## src/rtl/opstat_pkg.sv

```systemverilog
package opstat_pkg;
  typedef enum logic {OP_PROGRAM = 1'b0, OP_ERASE = 1'b1} op_e;
  typedef enum logic {RGN_FLASH = 1'b0, RGN_EEPROM = 1'b1} rgn_e;
  localparam int unsigned DATA_W = 8;
  localparam int unsigned POLL_BIT = 7;
  localparam int unsigned TOG_BIT = 6;
  localparam int unsigned ERR_BIT = 5;
endpackage

```

## src/rtl/opstat_pulse_cnt.sv

```systemverilog
module opstat_pulse_cnt #(
  parameter int unsigned PGM_N = 4,
  parameter int unsigned ERS_N = 6,
  parameter int unsigned EE_N  = 1
) (
  input  logic clk_i,
  input  logic rst_ni,
  input  logic busy_i,
  input  logic we_i,
  input  logic op_i,
  input  logic rgn_i,
  output logic valid_o
);
  import opstat_pkg::*;
  localparam int unsigned MAX_A = (PGM_N > ERS_N) ? PGM_N : ERS_N;
  localparam int unsigned MAX_N = (MAX_A > EE_N) ? MAX_A : EE_N;
  localparam int unsigned CNT_W = $clog2(MAX_N + 1);

  logic [CNT_W-1:0] cnt_q, thr;
  logic busy_q;

  always_comb begin
    if (rgn_e'(rgn_i) == RGN_EEPROM) thr = CNT_W'(EE_N);
    else if (op_e'(op_i) == OP_ERASE) thr = CNT_W'(ERS_N);
    else thr = CNT_W'(PGM_N);
  end

  always_ff @(posedge clk_i or negedge rst_ni) begin
    if (!rst_ni) begin
      cnt_q  <= '0;
      busy_q <= 1'b0;
    end else begin
      busy_q <= busy_i;
      if (busy_q && !busy_i) cnt_q <= '0;  // cycle ended
      else if (we_i && cnt_q != CNT_W'(MAX_N)) cnt_q <= cnt_q + 1'b1;
    end
  end

  assign valid_o = busy_i && (cnt_q >= thr);

  AST_CNT_SAT: assert property (@(posedge clk_i) disable iff (!rst_ni)
    cnt_q <= CNT_W'(MAX_N));
  AST_CNT_CLR: assert property (@(posedge clk_i) disable iff (!rst_ni)
    (busy_q && !busy_i) |=> (cnt_q == '0));
  AST_CNT_STEP: assert property (@(posedge clk_i) disable iff (!rst_ni)
    (we_i && !(busy_q && !busy_i) && cnt_q != CNT_W'(MAX_N)) |=> (cnt_q == $past(cnt_q) + 1'b1));
endmodule

```

## src/rtl/opstat_toggle.sv

```systemverilog
module opstat_toggle (
  input  logic clk_i,
  input  logic rst_ni,
  input  logic busy_i,
  input  logic rd_i,
  output logic tog_o
);
  logic tog_q;

  always_ff @(posedge clk_i or negedge rst_ni) begin
    if (!rst_ni) tog_q <= 1'b0;
    else if (!busy_i) tog_q <= 1'b0;  // ready for next cycle
    else if (rd_i) tog_q <= ~tog_q;
  end

  assign tog_o = tog_q;

  AST_TOG_FLIP: assert property (@(posedge clk_i) disable iff (!rst_ni)
    (busy_i && rd_i) |=> (tog_q != $past(tog_q)));
  AST_TOG_IDLE: assert property (@(posedge clk_i) disable iff (!rst_ni)
    !busy_i |=> !tog_q);
  AST_TOG_HOLD: assert property (@(posedge clk_i) disable iff (!rst_ni)
    (busy_i && !rd_i) |=> $stable(tog_q));
endmodule

```

## src/rtl/opstat_mux.sv

```systemverilog
module opstat_mux
  import opstat_pkg::*;
(
  input  logic              valid_i,
  input  logic              op_i,
  input  logic [DATA_W-1:0] wdata_i,
  input  logic              err_i,
  input  logic              tog_i,
  input  logic [DATA_W-1:0] array_i,
  output logic [DATA_W-1:0] dq_o
);
  always_comb begin
    dq_o = array_i;
    if (valid_i) begin
      dq_o[POLL_BIT] = (op_e'(op_i) == OP_ERASE) ? 1'b0 : ~wdata_i[POLL_BIT];
      dq_o[TOG_BIT]  = tog_i;
      dq_o[ERR_BIT]  = err_i;
    end
  end
endmodule

```

## src/rtl/opstat_top.sv

```systemverilog
module opstat_top #(
  parameter int unsigned PGM_N = 4,
  parameter int unsigned ERS_N = 6,
  parameter int unsigned EE_N  = 1
) (
  input  logic       clk_i,
  input  logic       rst_ni,
  input  logic       busy_i,
  input  logic       op_i,
  input  logic       rgn_i,
  input  logic [7:0] wdata_i,
  input  logic       err_i,
  input  logic       rd_i,
  input  logic       we_i,
  input  logic [7:0] array_i,
  output logic [7:0] dq_o,
  output logic       valid_o,
  output logic       rb_no
);
  logic valid, tog;

  opstat_pulse_cnt #(.PGM_N(PGM_N), .ERS_N(ERS_N), .EE_N(EE_N)) u_cnt (
    .clk_i(clk_i), .rst_ni(rst_ni), .busy_i(busy_i), .we_i(we_i),
    .op_i(op_i), .rgn_i(rgn_i), .valid_o(valid));

  opstat_toggle u_tog (
    .clk_i(clk_i), .rst_ni(rst_ni), .busy_i(busy_i), .rd_i(rd_i), .tog_o(tog));

  opstat_mux u_mux (
    .valid_i(valid), .op_i(op_i), .wdata_i(wdata_i), .err_i(err_i),
    .tog_i(tog), .array_i(array_i), .dq_o(dq_o));

  assign valid_o = valid;
  assign rb_no   = !(busy_i && rgn_i);

  AST_IDLE_PASS: assert property (@(posedge clk_i) disable iff (!rst_ni)
    !busy_i |-> (dq_o == array_i));
  AST_RB_REGION: assert property (@(posedge clk_i) disable iff (!rst_ni)
    !rb_no |-> (busy_i && rgn_i));
  AST_ERASE_POLL: assert property (@(posedge clk_i) disable iff (!rst_ni)
    (valid_o && op_i) |-> !dq_o[7]);
  AST_LOW_BITS: assert property (@(posedge clk_i) disable iff (!rst_ni)
    valid_o |-> (dq_o[4:0] == array_i[4:0]));
endmodule

```

## config.mk

```make
export PLATFORM = sky130hd
export DESIGN_NAME = opstat_top
export DESIGN_NICKNAME = d
export VERILOG_FILES = /design/src/rtl/opstat_pkg.sv /design/src/rtl/opstat_pulse_cnt.sv /design/src/rtl/opstat_toggle.sv /design/src/rtl/opstat_mux.sv /design/src/rtl/opstat_top.sv
export SDC_FILE = /design/constraint.sdc
export NUM_CORES = 1
export LEC_CHECK = 0
export BUFFER_PORTS_ARGS = -buffer_cell sky130_fd_sc_hd__buf_4
export CAP_MARGIN = 20
export CORE_AREA = 4 4 41 43
export CTS_BUF_LIST = sky130_fd_sc_hd__clkbuf_8
export DETAILED_ROUTE_END_ITERATION = 6
export DIE_AREA = 0 0 45 47
export GPL_TIMING_DRIVEN = 0
export PLACE_DENSITY = 0.65
export SKIP_LAST_GASP = 1
export SLEW_MARGIN = 20
export SYNTH_ARGS = -nofsm -noshare
export SYNTH_HDL_FRONTEND = slang
export SYNTH_SLANG_ARGS = --single-unit
```

## constraint.sdc

```tcl
create_clock -name clk_i -period 3.2 [get_ports clk_i]
set_input_delay 0.16 -clock clk_i [delete_from_list [all_inputs] [get_ports clk_i]]
set_output_delay 0.16 -clock clk_i [all_outputs]
set_load 0.03 [all_outputs]
```

==> results of run 1 <==
## path summary, 6_finish.rpt
| kind | start | slack (ps) | depth (start not counted) | to |
|---|---|---|---|---|
| min | busy_i | 90 | 1 | u_cnt.busy_q$_DFF_PN0_ |
| min in group asynchronous | rst_ni | 280 | 2 | u_tog.tog_o$_DFFE_PN0P_ |
| max reg2reg | u_cnt.cnt_q[0]$_DFFE_PN0P_ | 1790 | 5 | u_cnt.cnt_q[1]$_DFFE_PN0P_ |
| max | u_cnt.cnt_q[0]$_DFFE_PN0P_ | 1060 | 7 | dq_o[6] |
| max in group asynchronous | rst_ni | 2810 | 2 | u_cnt.cnt_q[2]$_DFFE_PN0P_ |
| min reg2reg | u_cnt.cnt_q[0]$_DFFE_PN0P_ | 580 | 2 | u_cnt.cnt_q[0]$_DFFE_PN0P_ |
## report_power, final
| group | internal, uW | leakage [uW] | switching (uW) |
|---|---|---|---|
| logic | 94.9 | 0.000266 | 94.6 |
| registers | 81.3 | 0.0000631 | 16.9 |
| clock network | 82.0 | 0.0000269 | 28.0 |
## repair_timing
action,4_1_cts,5_1_grt
hold buffers,1,0
hold endpoints to repair,5,0
resized for setup,0,0
setup endpoints to repair,0,0
setup buffers,0,0
## area by class of cell
cell class / count / area share (%)
clock inverter: 1 / 0.596
multi-input combinational: 25 / 35.6
clock buffer: 3 / 6.56
buffer: 5 / 5.96
inverter: 3 / 1.79
tap: 15 / 2.98
timing repair buffer: 22 / 26.6
sequential: 5 / 19.9
## worst reg2reg max path, stage by stage (launching register included)
cell and delay, ps:
dfrtp_1 370, inv_1 70, ha_1 200, a21boi_0 350
mux2i_1 230, nor2_1 50
## synth_stat cells
cell type / count / area, sq um
a211o_1: 1 / 8.76
a21boi_0: 1 / 7.51
a21oi_1: 1 / 5.00
and2_1: 1 / 6.26
and4b_1: 1 / 10.0
buf_4: 5 / 37.5
dfrtp_1: 5 / 125
ha_1: 5 / 62.6
inv_1: 3 / 11.3
mux2_4: 3 / 45.0
mux2i_1: 1 / 10.0
nand2_1: 1 / 3.75
nand2b_1: 2 / 12.5
nor2_1: 3 / 11.3
nor2b_1: 1 / 6.26
nor3_1: 1 / 5.00
o211ai_2: 1 / 12.5
xnor2_1: 1 / 8.76
xor2_1: 1 / 8.76
## metrics by stage
stage / utilization [%] / area, sq um / cells
2_1_floorplan: - / 398 / 38
3_3_place_gp: 44.1 / 574 / 74
3_5_place_dp: 44.1 / 574 / 74
4_1_cts: 48.4 / 629 / 79
5_1_grt: 48.4 / 629 / 79
6_report: 48.4 / 629 / 79
## registers in the layout, summed over array words and instances, names as in the netlist
name and flops:
u_cnt.cnt_q 3, u_cnt.busy_q 1, u_tog.tog_o 1
## layer usage
layer	track usage, %	routed length [um]	vias to the layer above	part of all wire, %
met4	5.26	0	0	0
met5	0	0	-	0
met1	9.47	300	148	38
met2	14.7	407	12	52
li1	-	-	175	-
met3	1.53	76	0	9.7
## cells by family after synthesis
group | Yosys count | synth area share [%]
muxes | 4 | 13.8
adders and majority gates | 5 | 15.7
and+or+nand+nor | 10 | 13.8
DFF | 5 | 31.4
buffers and inverters | 8 | 12.3
xor gates and xnor gates | 2 | 4.40
AOI/OAI and AO/OA | 4 | 8.49
==> impl_metrics.env, run 1 <==
export IMPL_outcome="finished, final reports clean"
export IMPL_antenna_cells=0
export IMPL_final_common_cell="buf_4"
export IMPL_netlist_instances=38
export IMPL_multiInputGateArea_sq_um=224
export IMPL_synth_seq_cells=5
export IMPL_hold_viol=0
export IMPL_ys_types=19
export IMPL_peakVddDrop_mv=0.390
export IMPL_routedWlPerCell_um=9.94
export IMPL_worstSetupEndpointType="output port"
export IMPL_post_dp_hpwl_um=708
export IMPL_slew_violations=0
export IMPL_syn_area_sq_um=398
export IMPL_num_rows=13
export IMPL_drtIter0Drc=1
export IMPL_p_per_area_nw_per_um2=632
export IMPL_core_sq_um=1300
export IMPL_path_buf_inv=2
export IMPL_maxCapViolCount=0
export IMPL_crit_type="register to output port"
export IMPL_cts_tree="yes"
export IMPL_grt_pass1_wl_mm=1.32
export IMPL_ys_warnings_count=0
export IMPL_route_vias_total=335
export IMPL_drc_errors=0
export IMPL_clockBufferDepth=2
export IMPL_initial_core_util_pct=30.6
export IMPL_dieWidth_um=45
export IMPL_period_share_pct=66.9
export IMPL_cts_clk_slew_worst_paths_ps=40
export IMPL_fin_crit_ps=2140
export IMPL_dieArea_sq_um=2120
export IMPL_grt_start_max_net_pins=6
export IMPL_power_uw=398
export IMPL_seq_area_frac_synth_pct=31.4
export IMPL_leakagePower_uw=0.000356
export IMPL_final_layout_size_suffix_gt1_share_pct=51.6
export IMPL_cp_max_fo=4
export IMPL_worstMarginPinSlew_ps=394
export IMPL_clk_latency_ps=220
export IMPL_setup_violations=0
export IMPL_post_place_ws_ps=1280
export IMPL_crit_required_ps=3040
export IMPL_regArea_sq_um=125
export IMPL_cts_root_buf="clkbuf_8"
export IMPL_start_kind="register"
export IMPL_final_cell_mix="buf_4, ha_1, dfrtp_1"
export IMPL_synth_nets=67
export IMPL_slowest_stage="dfrtp_1"
export IMPL_place_gp_congestion=0.676
export IMPL_cp_cell_sequence="inv_1 -> ha_1 -> nand2b_1 -> a211o_1 -> o211ai_2 -> mux2_4 -> buf_4"
export IMPL_port_buffers=21
export IMPL_critPathArrivalTime_ps=1980
export IMPL_numClockSinks=5
export IMPL_grt_usage_pct=8.42
export IMPL_first_pass_iters=2
export IMPL_overflow=0
export IMPL_maxSlewHeadroom_pct=73.5
export IMPL_timing_hold_ws_ps=91.5
export IMPL_fillers=140
export IMPL_rsz0062_at_grt="false"
export IMPL_syn_to_final_growth_pct=58.2
export IMPL_cts_buffers=3
export IMPL_finClkSkew_ps=2.26
export IMPL_ant_nets=0
export IMPL_fmax_mhz=467
export IMPL_fin_ws_ps=1060
export IMPL_min_path_type="primary input to register"
export IMPL_crit_family="compound AO/OA/AOI/OAI gates"
export IMPL_die_y_um=47
export IMPL_avgViaCountPerCell=4.24
export IMPL_io_pins=34
export IMPL_setup_tns_ps=0
export IMPL_slowest_delay_ps=370
export IMPL_drt_wl_total_um=785
export IMPL_htreeDepth=1
export IMPL_grt_antenna_before_repair=0
export IMPL_syn_avg_cell_area_sq_um=10.5
export IMPL_grt_pass1_vias=333
export IMPL_nets=94
Power figures use the tool's default switching activity.
==> inputs of run 2 (changes only) <==
Clock period 3.2 ns to 2.1 ns, I/O delays scaled along.
==> run 2 against run 1 <==
Against the previous run: combinational power rose by 86%; sequential power rose by 54%; highest routed layer unchanged; clock skew did not move; die area did not move; critical endpoint unchanged; power rose by 69%.
==> impl_metrics.env, run 2 (synthesis results as in run 1) <==
export IMPL_setup_violations=0
export IMPL_num_rows=13
export IMPL_crit_family="compound AO/OA/AOI/OAI gates"
export IMPL_dieArea_sq_um=2120
export IMPL_grt_antenna_before_repair=0
export IMPL_htreeDepth=1
export IMPL_final_layout_size_suffix_gt1_share_pct=56.9
export IMPL_maxCapViolCount=0
export IMPL_clk_latency_ps=220
export IMPL_rr_startpoint="u_cnt.cnt_q[0]$_DFFE_PN0P_"
export IMPL_avgViaCountPerCell=4.33
export IMPL_core_sq_um=1300
export IMPL_finClkSkew_ps=2.26
export IMPL_path_buf_inv=2
export IMPL_drtIter0Drc=1
export IMPL_cp_max_fo=4
export IMPL_final_cell_mix="buf_4, dfrtp_1, ha_1"
export IMPL_maxSlewHeadroom_pct=73.0
export IMPL_setup_tns_ps=0
export IMPL_worstMarginPinSlew_ps=402
export IMPL_grt_start_max_net_pins=6
export IMPL_die_y_um=47
export IMPL_syn_to_final_growth_pct=70.1
export IMPL_final_common_cell="buf_4"
export IMPL_start_kind="register"
export IMPL_largest_reg_flops=3
export IMPL_outcome="finished, final reports clean"
export IMPL_post_place_ws_ps=233
export IMPL_hp_start="busy_i"
export IMPL_p_per_area_nw_per_um2=993
export IMPL_power_uw=672
export IMPL_cts_clk_slew_worst_paths_ps=40
export IMPL_crit_type="register to output port"
export IMPL_post_route_util_pct=52.0
export IMPL_nets=95
export IMPL_io_pins=34
export IMPL_cts_tree="yes"
export IMPL_rsz0062_at_grt="false"
export IMPL_route_vias_total=346
export IMPL_ant_nets=0
export IMPL_slew_violations=0
export IMPL_fillers=137
export IMPL_placed_area_sq_um=574
export IMPL_leakagePower_uw=0.000370
export IMPL_fin_crit_ps=2010
export IMPL_drt_wl_total_um=842
export IMPL_hold_end="u_cnt.busy_q$_DFF_PN0_"
export IMPL_antenna_cells=0
export IMPL_slowest_stage="dfrtp_1"
export IMPL_overflow=0
export IMPL_reg2reg_depth=5
export IMPL_cts_root_buf="clkbuf_8"
export IMPL_worstSetupEndpointType="output port"
export IMPL_port_buffers=21
export IMPL_cts_buffers=3
export IMPL_grt_usage_pct=8.42
export IMPL_final_area_sq_um=677
export IMPL_first_pass_iters=2
export IMPL_cp_cell_sequence="inv_2 -> ha_4 -> nand2b_4 -> a211o_1 -> o211ai_4 -> mux2_4 -> buf_6"
export IMPL_min_path_type="primary input to register"
export IMPL_drc_errors=0
export IMPL_grt_pass1_vias=333
export IMPL_hold_path_depth=1
export IMPL_routedWlPerCell_um=10.5
export IMPL_reg2reg_setup_slack_ps=690
export IMPL_clockBufferDepth=2
export IMPL_fmax_mhz=499
export IMPL_numClockSinks=5
export IMPL_period_share_pct=95.5
export IMPL_crit_required_ps=2000
export IMPL_slowest_delay_ps=400
export IMPL_critPathArrivalTime_ps=1900
export IMPL_largest_register="u_cnt.cnt_q"
export IMPL_post_dp_hpwl_um=708
export IMPL_grt_pass1_wl_mm=1.32
export IMPL_dieWidth_um=45
export IMPL_place_gp_congestion=0.676
export IMPL_rr_endpoint="u_cnt.cnt_q[1]$_DFFE_PN0P_"
export IMPL_initial_core_util_pct=30.6
export IMPL_peakVddDrop_mv=0.648
export IMPL_fin_ws_ps=94.3
export IMPL_hold_viol=0
## run 2: report_power, final
group	switching, uW	internal (uW)	total [uW]	leakage [uW]
Combinational	169	185	354	0.000280
Sequential	26.7	124	151	0.0000631
Clock	42.6	125	168	0.0000269
Total	238	434	672	0.000370
## run 2: per-stage QoR
stage                     hold slack [ps]  cells
final                                46.3     80
after CTS                            34.5     79
after detailed placement            -92.5     74
after global routing                 40.8     80
after floorplan                      -191     38
after global placement              -93.3     74
## run 2: worst max-delay path by stage
stage / start / endpoint / slack [ps] / depth (start not counted)
2_1_floorplan: u_cnt.cnt_q[0]$_DFFE_PN0P_ / dq_o[5] / 410 / 6
3_3_place_gp: u_cnt.cnt_q[0]$_DFFE_PN0P_ / dq_o[5] / 250 / 7
3_5_place_dp: u_cnt.cnt_q[0]$_DFFE_PN0P_ / dq_o[6] / 230 / 7
4_1_cts: u_cnt.cnt_q[0]$_DFFE_PN0P_ / dq_o[6] / 0.2 / 7
5_1_grt: u_cnt.cnt_q[0]$_DFFE_PN0P_ / dq_o[7] / 30 / 7
6_report: u_cnt.cnt_q[0]$_DFFE_PN0P_ / dq_o[6] / 90 / 7
## run 2: area by class of cell
class                   count  area [sq um]  area share (%)
well taps                  15          18.8            2.77
flip-flops and latches      5           125            18.5
repair buffers             23           186            27.5
multi-input cells          25           253            37.3
inverters                   3          11.3            1.66
plain buffers               5          37.5            5.55
clock inverters             1          3.75           0.555
clock buffers               3          41.3            6.10
## run 2: metal layers
metal | global-route usage, % | share of wire, % | vias up
li1 | - | - | 177
met1 | 9.47 | 39 | 157
met2 | 14.7 | 52 | 12
met3 | 1.53 | 8.9 | 0
met4 | 5.26 | 0 | 0
met5 | 0 | 0 | -
## run 2: timing repair
action                                  CTS  global route
endpoints found under the setup margin    0             3
endpoints found under the hold margin     5             0
gates resized for setup                   0             7
setup buffers                             0             1
hold buffers                              1             0
==> inputs of run 3 (changes only) <==
Settings changed: CELL_PAD_IN_SITES_DETAIL_PLACEMENT set to 0, CELL_PAD_IN_SITES_GLOBAL_PLACEMENT set to 2, CORE_AREA 4 4 41 43 to not set, CORE_UTILIZATION set to 20, DIE_AREA 0 0 45 47 to not set, PLACE_DENSITY 0.65 to 0.8.
==> run 3 against run 2 <==
Against the previous run: combinational power is 3% lower; cell count grew 14%; register-to-register slack barely moved; flip-flop and latch count is the same; sequential share of layout area is the same; core utilization fell by 14 points; critical path type unchanged.
==> impl_metrics.env, run 3 (synthesis results as in run 1) <==
export IMPL_outcome="finished, final reports clean"
export IMPL_cts_clk_slew_worst_paths_ps=40
export IMPL_antenna_cells=0
export IMPL_overflow=0
export IMPL_routedWlPerCell_um=8.87
export IMPL_place_gp_congestion=0.708
export IMPL_maxSlewHeadroom_pct=74.0
export IMPL_nets=96
export IMPL_cts_root_buf="clkbuf_8"
export IMPL_start_kind="register"
export IMPL_leakagePower_uw=0.000368
export IMPL_grt_start_max_net_pins=6
export IMPL_reg2reg_setup_slack_ps=700
export IMPL_clk_latency_ps=220
export IMPL_worstSetupEndpointType="output port"
export IMPL_final_layout_size_suffix_gt1_share_pct=54.5
export IMPL_grt_usage_pct=8.30
export IMPL_use_met2_pct=14.4
export IMPL_crit_type="register to output port"
export IMPL_dieArea_sq_um=2170
export IMPL_grt_pass1_vias=319
export IMPL_drt_wl_total_um=807
export IMPL_fillers=188
export IMPL_post_dp_hpwl_um=650
export IMPL_period_share_pct=96.0
export IMPL_setup_tns_ps=0
export IMPL_ant_nets=0
export IMPL_crit_required_ps=2000
export IMPL_setup_violations=0
export IMPL_drtIter0Drc=0
export IMPL_finClkSkew_ps=2.58
export IMPL_dieWidth_um=46.6
export IMPL_post_route_util_pct=37.6
export IMPL_rsz0062_at_grt="false"
export IMPL_cts_tree="yes"
export IMPL_fin_ws_ps=83.8
export IMPL_htreeDepth=1
export IMPL_slew_violations=0
export IMPL_final_common_cell="buf_4"
export IMPL_grtUsageMet3_pct=3.53
export IMPL_die_y_um=46.6
export IMPL_hold_path_depth=1
export IMPL_min_path_type="primary input to register"
export IMPL_top_usage_layer="met2"
export IMPL_io_pins=34
export IMPL_hp_start="busy_i"
export IMPL_use_met1_pct=9.26
export IMPL_hold_viol=0
export IMPL_rr_endpoint="u_cnt.cnt_q[1]$_DFFE_PN0P_"
export IMPL_fmax_mhz=496
export IMPL_grt_antenna_before_repair=0
export IMPL_route_vias_total=345
export IMPL_post_place_ws_ps=197
export IMPL_p_per_area_nw_per_um2=978
export IMPL_peakVddDrop_mv=0.583
export IMPL_largest_register="u_cnt.cnt_q"
export IMPL_initial_core_util_pct=22.1
export IMPL_fin_crit_ps=2020
export IMPL_port_buffers=21
export IMPL_clockBufferDepth=2
export IMPL_num_rows=15
export IMPL_hold_end="u_cnt.busy_q$_DFF_PN0_"
export IMPL_maxCapViolCount=0
export IMPL_rr_startpoint="u_cnt.cnt_q[1]$_DFFE_PN0P_"
export IMPL_grt_pass1_wl_mm=1.24
export IMPL_reg2reg_depth=4
export IMPL_final_cell_mix="buf_4, ha_1, dfrtp_1"
export IMPL_largest_reg_flops=3
export IMPL_avgViaCountPerCell=3.79
export IMPL_cts_buffers=3
export IMPL_syn_to_final_growth_pct=70.1
export IMPL_first_pass_iters=1
export IMPL_core_sq_um=1800
export IMPL_numClockSinks=5
export IMPL_worstMarginPinSlew_ps=387
export IMPL_critPathArrivalTime_ps=1910
export IMPL_cp_max_fo=4
export IMPL_drc_errors=0
run 3: changes by cell type in the layout (fill, tap and decap cells not counted):
cell,delta
nand2b_4,-1
buf_4,+1
ha_4,-1
ha_1,+1
nand2b_1,+1
run 3: area by class of cell:
type | instances | area (sq um) | area share [%]
Buffer | 5 | 37.5 | 5.55
Clock buffer | 3 | 41.3 | 6.10
Clock inverter | 1 | 3.75 | 0.555
Inverter | 3 | 11.3 | 1.66
Multi-Input combinational cell | 25 | 233 | 34.4
Sequential cell | 5 | 125 | 18.5
Tap cell | 25 | 31.3 | 4.62
Timing Repair Buffer | 24 | 194 | 28.7
run 3: worst max-delay path by stage:
stage,from,endpoint,slack (ps),cells past startpoint
after floorplan,u_cnt.cnt_q[0]$_DFFE_PN0P_,dq_o[5],410,6
final,u_cnt.cnt_q[0]$_DFFE_PN0P_,dq_o[6],80,7
after detailed placement,u_cnt.cnt_q[0]$_DFFE_PN0P_,dq_o[6],200,7
after CTS,u_cnt.cnt_q[0]$_DFFE_PN0P_,dq_o[5],5,7
after global placement,u_cnt.cnt_q[0]$_DFFE_PN0P_,dq_o[6],220,7
after global routing,u_cnt.cnt_q[0]$_DFFE_PN0P_,dq_o[5],2,7
run 3: critical path: stages, from the launching register on:
cell and delay (ps):
dfrtp_1 360, inv_2 50, ha_1 250, nand2b_1 140, a211o_1 290, o211ai_4 130
mux2_4 330, buf_6 140
run 3: power breakdown:
| group | switching (uW) | total (uW) | internal, uW |
|---|---|---|---|
| clock | 45.3 | 170 | 125 |
| combinational | 166 | 343 | 177 |
| sequential | 24.8 | 149 | 124 |
run 3: repair_timing:
| action | CTS | global route |
|---|---|---|
| hold endpoints to repair | 5 | 0 |
| hold buffers | 1 | 0 |
| gates resized for setup | 1 | 4 |
| endpoints found under the setup margin | 3 | 3 |
| setup buffers | 1 | 1 |
| pin swaps | 0 | 2 |
run 3: per-layer routing:
metal	routed length, um	part of all wire, %	vias to the layer above
met3	45	5.6	0
li1	-	-	179
met1	358	44	152
met2	403	50	14
met4	0	0	0
met5	0	0	-
run 3: per-stage QoR:
stage	power, uW	hold slack (ps)	cell area (sq um)	cells
2_1_floorplan	356	-191	398	38
3_3_place_gp	440	-92.9	587	84
3_5_place_dp	446	-92.2	587	84
4_1_cts	649	53.9	658	90
5_1_grt	715	57.6	677	91
6_report	662	49.4	677	91
